<file path="src/rtl/tp_pkg.sv">
package tp_pkg;

    typedef enum logic [1:0] {
        CTR_STRONG_NT = 2'd0,
        CTR_WEAK_NT   = 2'd1,
        CTR_WEAK_T    = 2'd2,
        CTR_STRONG_T  = 2'd3
    } ctr2_e;

    // Next state of a 2-bit direction counter
    function automatic logic [1:0] ctr2_step(input ctr2_e cur, input logic inc);
        ctr2_e nxt;
        unique case (cur)
            CTR_STRONG_NT: nxt = inc ? CTR_WEAK_NT  : CTR_STRONG_NT;
            CTR_WEAK_NT:   nxt = inc ? CTR_WEAK_T   : CTR_STRONG_NT;
            CTR_WEAK_T:    nxt = inc ? CTR_STRONG_T : CTR_WEAK_NT;
            CTR_STRONG_T:  nxt = inc ? CTR_STRONG_T : CTR_WEAK_T;
            default:       nxt = CTR_WEAK_NT;
        endcase
        return nxt;
    endfunction

endpackage

</file>
<file path="src/rtl/tp_sat_table.sv">
module tp_sat_table #(
    parameter int IDX_W = 8,
    parameter int CW    = 2
) (
    input  logic             clk,
    input  logic             rst_n,
    input  logic [IDX_W-1:0] rd_idx,
    output logic             rd_hit,
    input  logic [IDX_W-1:0] up_idx,
    output logic             up_hit,
    input  logic             up_en,
    input  logic             up_inc
);
    localparam int          DEPTH  = 1 << IDX_W;
    localparam logic [CW-1:0] MAXV = {CW{1'b1}};
    // weakly-not-taken: one below the taken threshold
    localparam logic [CW-1:0] INITV = {1'b0, {(CW-1){1'b1}}};

    logic [CW-1:0] mem [DEPTH];
    logic [CW-1:0] cur;
    logic [CW-1:0] nxt;

    assign cur    = mem[up_idx];
    assign rd_hit = mem[rd_idx][CW-1];
    assign up_hit = cur[CW-1];

    generate
        if (CW == 2) begin : g_fsm2
            assign nxt = tp_pkg::ctr2_step(tp_pkg::ctr2_e'(cur), up_inc);
        end else begin : g_satn
            always_comb begin
                if (up_inc) nxt = (cur == MAXV)     ? cur : cur + CW'(1);
                else        nxt = (cur == '0)       ? cur : cur - CW'(1);
            end
        end
    endgenerate

    always_ff @(posedge clk) begin
        if (!rst_n) begin
            for (int i = 0; i < DEPTH; i++) mem[i] <= INITV;
        end else if (up_en) begin
            mem[up_idx] <= nxt;
        end
    end
endmodule

</file>
<file path="src/rtl/tp_hist_table.sv">
module tp_hist_table #(
    parameter int IDX_W = 6,
    parameter int HW    = 6
) (
    input  logic             clk,
    input  logic             rst_n,
    input  logic [IDX_W-1:0] rd_idx,
    output logic [HW-1:0]    rd_hist,
    input  logic [IDX_W-1:0] up_idx,
    output logic [HW-1:0]    up_hist,
    input  logic             up_en,
    input  logic             up_bit
);
    localparam int DEPTH = 1 << IDX_W;

    logic [HW-1:0] hist [DEPTH];

    assign rd_hist = hist[rd_idx];
    assign up_hist = hist[up_idx];

    always_ff @(posedge clk) begin
        if (!rst_n) begin
            for (int i = 0; i < DEPTH; i++) hist[i] <= '0;
        end else if (up_en) begin
            hist[up_idx] <= {up_hist[HW-2:0], up_bit};
        end
    end
endmodule

</file>
<file path="src/rtl/tourney_predictor.sv">
module tourney_predictor #(
    parameter int GHIST_W = 8,
    parameter int LIDX_W  = 6,
    parameter int LHIST_W = 6,
    parameter int LCTR_W  = 3
) (
    input  logic              clk,
    input  logic              rst_n,
    input  logic [LIDX_W-1:0] lk_addr,
    output logic              lk_taken,
    input  logic              up_valid,
    input  logic [LIDX_W-1:0] up_addr,
    input  logic              up_taken
);
    logic [GHIST_W-1:0] ghist_q;
    logic [LHIST_W-1:0] lk_lhist, up_lhist;
    logic lk_gp, lk_lp, lk_usg;
    logic up_gp, up_lp, up_usg_unused;
    logic ch_en, ch_inc;

    always_ff @(posedge clk) begin
        if (!rst_n)        ghist_q <= '0;
        else if (up_valid) ghist_q <= {ghist_q[GHIST_W-2:0], up_taken};
    end

    tp_hist_table #(.IDX_W(LIDX_W), .HW(LHIST_W)) u_lhist (
        .clk(clk), .rst_n(rst_n),
        .rd_idx(lk_addr), .rd_hist(lk_lhist),
        .up_idx(up_addr), .up_hist(up_lhist),
        .up_en(up_valid), .up_bit(up_taken)
    );

    tp_sat_table #(.IDX_W(LHIST_W), .CW(LCTR_W)) u_lctr (
        .clk(clk), .rst_n(rst_n),
        .rd_idx(lk_lhist), .rd_hit(lk_lp),
        .up_idx(up_lhist), .up_hit(up_lp),
        .up_en(up_valid), .up_inc(up_taken)
    );

    tp_sat_table #(.IDX_W(GHIST_W), .CW(2)) u_gctr (
        .clk(clk), .rst_n(rst_n),
        .rd_idx(ghist_q), .rd_hit(lk_gp),
        .up_idx(ghist_q), .up_hit(up_gp),
        .up_en(up_valid), .up_inc(up_taken)
    );

    assign ch_en  = up_valid && (up_gp != up_lp);
    assign ch_inc = (up_gp == up_taken);

    tp_sat_table #(.IDX_W(GHIST_W), .CW(2)) u_choose (
        .clk(clk), .rst_n(rst_n),
        .rd_idx(ghist_q), .rd_hit(lk_usg),
        .up_idx(ghist_q), .up_hit(up_usg_unused),
        .up_en(ch_en), .up_inc(ch_inc)
    );

    assign lk_taken = lk_usg ? lk_gp : lk_lp;
endmodule

</file>
<file path="config.mk">
export PLATFORM = sky130hd
export DESIGN_NAME = tourney_predictor
export DESIGN_NICKNAME = d
export VERILOG_FILES = /design/src/rtl/tp_pkg.sv /design/src/rtl/tp_sat_table.sv /design/src/rtl/tp_hist_table.sv /design/src/rtl/tourney_predictor.sv
export SDC_FILE = /design/constraint.sdc
export NUM_CORES = 2
export LEC_CHECK = 0
export BUFFER_PORTS_ARGS = -buffer_cell sky130_fd_sc_hd__buf_4
export CAP_MARGIN = 20
export CORE_MARGIN = 1
export CORE_UTILIZATION = 55
export DETAILED_ROUTE_END_ITERATION = 8
export MAX_ROUTING_LAYER = met4
export PLACE_DENSITY_LB_ADDON = 0.3
export SKIP_LAST_GASP = 1
export SYNTH_ARGS = -nofsm -noshare
export SYNTH_HDL_FRONTEND = slang
export SYNTH_SLANG_ARGS = --single-unit
</file>
<file path="constraint.sdc">
create_clock -name clk -period 6.4 [get_ports clk]
set_input_delay 0.96 -clock clk [delete_from_list [all_inputs] [get_ports clk]]
set_output_delay 0.96 -clock clk [all_outputs]
set_load 0.02 [all_outputs]
</file>
Word level (Yosys, flattened, before mapping)
Memories as Yosys holds them, arrays and structs flattened. A register that Yosys moved wholly into a read port is not among the register bits.
Index checks and enable logic that the tools add are counted.
{ "totals": {"in_bits": 16, "out_inout_bits": 1, "mem_count": 4, "latch_bits": 0, "ramBits": 1600, "rom_bits": 0, "ff_bits": 8, "wordCells": 61} }
{ "mem_list": {"columns": ["name", "words", "width", "rd", "rd_ports_with_merged_regs", "write_ports", "line", "source"], "rows": [
  ["u_choose.mem", 256, 2, 1, 1, 256, "tp_sat_table.sv:19", "logic [CW-1:0] mem [DEPTH];"],
  ["u_gctr.mem", 256, 2, 1, 1, 256, "tp_sat_table.sv:19", null],
  ["u_lhist.hist", 64, 6, 2, 0, 64, "tp_hist_table.sv:16", "logic [HW-1:0] hist [DEPTH];"],
  ["u_lctr.mem", 64, 3, 2, 0, 64, "tp_sat_table.sv:19", null]
]} }
{ "classes": {"magnitude_cmp": 0, "n_bitwise": 0, "add_sub_neg": 2, "mux": 37, "multipliers": 0, "div_mod_pow": 0, "n_eq_ne": 9, "reduce_logical": 8, "shift": 0} }
{ "ops": {"columns": ["cell", "count"], "rows": [
  ["$mux W8", 6],
  ["$mux W6", 3],
  ["$mux W1", 16],
  ["$pmux W2 S4", 2],
  ["$mux W2", 6],
  ["$mux W3", 4],
  ["$eq A2 B2 Y1 const B", 4],
  ["$reduce_or A6 Y1", 1],
  ["$eq A2 B1 Y1 const B", 2],
  ["$logic_not A2 Y1", 2],
  ["$reduce_or A2 Y1", 2],
  ["$add A3 B1 Y3 const B", 1],
  ["$eq A3 B3 Y1 const B", 1],
  ["$logic_not A3 Y1", 1],
  ["$reduce_or A3 Y1", 1],
  ["$sub A3 B1 Y3 const B", 1],
  ["$eq A1 B1 Y1", 1],
  ["$logic_and A1 B1 Y1", 1],
  ["$ne A1 B1 Y1", 1]
]} }

Depth between registers and ports, before layout
An unclocked memory read counts as a cell.
{ "depth": {"ltp_word": 9, "depth_mapped": 27, "depth_no_buf": 17} }

By module
A second synthesis with hierarchy kept.
{ "unflattened": {"cells_unflattened": 6706, "area_unflattened_um2": 85509.5} }
{ "by_module_without_submodules": {"columns": ["module", "n_inst", "seq_area_each_um2", "cells_per_inst", "area_each_um2"], "rows": [
  ["tp_sat_table at u_choose", 1, 15374.7, 2102, 27189.8],
  ["tp_sat_table at u_gctr", 1, 15374.7, 2102, 27147.3],
  ["tp_hist_table", 1, 11531.1, 1583, 20573.5],
  ["tp_sat_table at u_lctr", 1, 5765.5, 890, 10261.1],
  ["tourney_predictor", 1, 160.2, 29, 337.8]
]} }

Least setup slack after synthesis
OpenSTA, ideal clock, no wires.
{ "synth_path": {"path_kind": "in2out", "start": "input port lk_addr[0]", "end": "output port lk_taken", "n_path_buf": 5, "slack_ns": 0.208, "required_ns": 5.440, "stages": 10, "arrival_time_ns": 5.232, "path_cell_list": "clkbuf_1 buf_2 clkbuf_1 clkbuf_1 buf_1 mux4_2 mux4_2 mux4_2 a2111oi_0 a31oi_1"} }
{ "synth_between": {"elab_chain_len": 3} }
{ "synth_rtl": {"columns": ["item", "line", "source"], "rows": [
  ["start, declared", "tourney_predictor.sv:9", "input logic [LIDX_W-1:0] lk_addr,"],
  ["$mem_v2 Z64 W6", null, null],
  ["$mem_v2 Z64 W3", null, null],
  ["$mux W1", "tourney_predictor.sv:57", "assign lk_taken = lk_usg ? lk_gp : lk_lp;"],
  ["end, declared", "tourney_predictor.sv:10", "output logic lk_taken,"]
]} }
No other way between the ends.

==> summary.txt <==
Port Buffers: 16
CTS sink count: 1616
Post-Syn Area: 81500 um^2
Reg2reg start: u_lhist.hist[17][4]
Crit-path max FO: 72
GR peak layer: met2
Share of total power in combinational logic: 18.3%
Post-route ant nets: 0
Worst path bufs/invs: 5
Post-synth top flop: edfxtp_1
Post-layout min period: 6310 ps
Layout cells sized above 1: 20.0%
CTS hold repair buffers: 0
Clk_skew: 39.4 ps
Count of pins over their slew limit: 0
Slowest stage delay, CP: 710 ps
Sequential Power Share: 45.8%
Startpoint Class: input pin
Row cnt: 140
Die height: 387 um
Slew @ Worst Pin: 1170 ps
Final Instance Count excl. Fillers: 8342
Num CTS Buffers: 165
M3 GR Usage: 7.19%
VDD IR max: 0.000365 V
Met1 Use GR: 43.2%
GRT Resource Usage Total: 33.0%
WS Path Type: in2reg
GRT met2 Usage: 49.5%
Status: completed
Setup Fix Bufs, Post-CTS: 0
Clk slew on worst S/H paths: 70 ps
Switching share of total power: 29.2%
Worst Setup EP: u_choose.mem[208][0]
H-tree depth: 4
Clock share of power: 35.9%
Top Ports: 17
Unrepaired setup endpoints after global routing: no
CP endpoint kind: flip-flop
WP depth: 17
Yosys warns: 0
Post-DP HPWL: 160 mm
Fmax: 158 MHz
Clk buf depth: 3
Nets: 6296
R2R Setup Slk: 590 ps
Worst path cell trace: buf_4 -> buf_12 -> or3b_2 -> a211oi_1 -> a311oi_1 -> o2111a_1 -> and3_1 -> buf_4 -> or3_1 -> buf_4 -> a2111oi_0 -> a31oi_1 -> and4bb_4 -> a2111o_1 -> o31ai_4 -> buf_12 -> o21ai_0
Vias in the first global route: 55800
Core area: 146000 um^2
DRC violations left: 0
Most common cell on crit path: buf_4
Critical Path RT: 6910 ps
DIE AREA: 150000 um^2
Routability cong.: 0.997
LEAKAGE: 0.0278 uW
P_int: 18500 uW
Net Sw Power: 7640 uW
Area Growth Syn to Fin: 10.1%
Gr ovfl total: 0
Netlist cell types: 101
R2r endpoint: u_choose.mem[208][0]
Final Cycle Share: 98.6%
Vias after detailed routing: 57700
Router iterations before antenna repair: 9
Fraction of registers with async set/reset: 0%
Final Util: 61.4%
CTS root buffer: clkbuf_16
Chip width: 387 um
Final Hold Fails: 0
Number of synthesized register bits: 1616
Syn_area_per_cell: 12.7 um^2
Worst setup path start: up_addr[0]
CTS tree: built
DR iter-0 viols: 8803
WL/cell: 29.0 um
First-pass GRT wire length: 360 mm
Post-Syn Instances: 6438
Starting Density: 55.7%
Largest net degree at the start of global routing: 196
PD cells: 291 nW/um^2
Hold Crit Class: in2reg
Maxcap violations: 0
Worst skew pair latency: 810 ps
Synthesized net count: 6458
Cell count of the worst reg-to-reg path: 15
Delay-heaviest family, CP: compound AO/OA/AOI/OAI gates
Relative slew slack: 21.5%
Critical Path AT: 6820 ps
Initial antenna violation count: 13
Post-synth EDFFs: 1600
Placed cell count: 8022
Crit path max-delay cell type: a2111oi_0
Register area share after synthesis: 59.4%
Vias per cell: 6.92
Final setup vio count: 0
Drt total wl: 242 mm
per-stage QoR:
stage / power, uW / instance area, um^2 / hold slack (ps) / TNS, ps / worst slack [ps]
2_1_floorplan: 14900 / 81500 / 670 / 0 / 208
3_3_place_gp: 16800 / 84500 / 669 / -123440 / -273
3_5_place_dp: 16800 / 84500 / 691 / -101630 / -283
4_1_cts: 26100 / 89600 / 544 / 0 / 163
5_1_grt: 26700 / 89700 / 608 / 0 / 95.0
6_report: 26100 / 89700 / 588 / 0 / 90.1
registers in the layout, indices dropped and copies added, names as in the netlist, named ones only:
| name | count |
|---|---|
| u_gctr.mem | 512 |
| u_choose.mem | 512 |
| ghist_q | 8 |
| u_lctr.mem | 192 |
| u_lhist.hist | 384 |
cells in the final DEF (no fill, tap or decap), drive strengths merged, types with 17 or more instances in the layout:
cell,Yosys,layout
o21bai,162,162
mux2i,70,70
buf,224,313
nand2,1013,1013
clkbuf,418,202
clkinv,1,73
nor2b,32,32
nand4,42,42
and3,20,20
o22ai,31,31
o21ai,461,461
nor3,50,50
mux4,514,514
nand3,231,231
inv,20,29
edfxtp,1600,1600
mux2,46,46
o221ai,24,24
a221oi,17,17
a21oi,290,290
nor2,922,922
cells by family (layout without fill, tap and decap cells):
group | after synthesis | after routing | share of synthesized area [%]
buffers and inverters | 663 | 635 | 3.82
adders and majority gates | 5 | 5 | 0.0737
and+or+nand+nor | 2409 | 2409 | 12.3
AOI/OAI and AO/OA | 1115 | 1115 | 8.72
muxes | 630 | 630 | 15.7
DFF | 1616 | 1616 | 59.4
other | 0 | 15 | 0
final cells by class:
| type | count | area, um^2 |
|---|---|---|
| clock buffer | 202 | 4310 |
| fill | 10800 | 56500 |
| multi-input combinational | 4159 | 30300 |
| antenna | 15 | 37.5 |
| sequential | 1616 | 48400 |
| inverter | 21 | 78.8 |
| clock inverter | 99 | 812 |
| timing repair buffer | 313 | 3480 |
| tap | 1917 | 2400 |
power by group through the flow:
stage | Sequential (uW) | Combinational (uW) | Clock [uW]
6_report | 12000 | 4780 | 9380
5_1_grt | 12000 | 4940 | 9780
4_1_cts | 12000 | 4670 | 9430
3_5_place_dp | 12200 | 4650 | 0
3_3_place_gp | 12200 | 4600 | 0
2_1_floorplan | 12100 | 2790 | 0
worst reg2reg max path, stage by stage (launching register included):
cell and delay, ps:
edfxtp_1 450, or3b_2 470, a211oi_1 570, a311oi_1 210, o2111a_1 220, and3_1 260
buf_4 220, or3_1 390, buf_4 180, a2111oi_0 710, a31oi_1 240, and4bb_4 320
a2111o_1 450, o31ai_4 140, buf_12 350, o21ai_0 360
Yosys cell counts (11+ instances only):
cell type | n | area, um^2
edfxtp_1 | 1600 | 48000
nand2_1 | 1012 | 3800
nor2_1 | 921 | 3460
mux4_2 | 514 | 11600
o21ai_0 | 451 | 2260
clkbuf_1 | 409 | 1540
a21oi_1 | 288 | 1440
nand3_1 | 228 | 1140
buf_2 | 133 | 666
o21bai_2 | 97 | 1090
mux2i_1 | 70 | 701
o21bai_1 | 65 | 488
nor3_1 | 50 | 250
mux2_2 | 43 | 484
nand4_1 | 41 | 257
buf_1 | 39 | 146
nor2b_1 | 32 | 200
o22ai_1 | 30 | 188
o221ai_1 | 23 | 201
and3_1 | 20 | 125
buf_6 | 20 | 225
inv_1 | 20 | 75.1
buf_4 | 17 | 128
a221oi_1 | 16 | 140
dfxtp_1 | 16 | 320
nand2b_1 | 16 | 100
a22oi_1 | 15 | 113
or3_1 | 13 | 81.3
or3b_2 | 13 | 114
buf_12 | 12 | 240
and2_1 | 11 | 68.8
o211ai_1 | 11 | 82.6
worst min-delay path by stage:
stage,startpoint,end,depth (start not counted)
floorplan,ghist_q[7],u_gctr.mem[21][0],4
global placement,ghist_q[4],flip-flop,2
detailed placement,ghist_q[4],flip-flop,2
CTS,up_taken,flip-flop,3
global route,rst_n,flip-flop,2
finish,up_taken,flip-flop,3
repair_timing:
action,CTS,global route
hold endpoints to repair,0,0
endpoints found under the setup margin,0,1
resized for setup,0,1
routing by layer:
metal / routed length [um] / up-vias
met5: 0 / -
met4: 12600 / 0
met3: 30400 / 707
met2: 113000 / 4441
met1: 85600 / 28700
li1: - / 23900
Power figures use the tool's default switching activity.
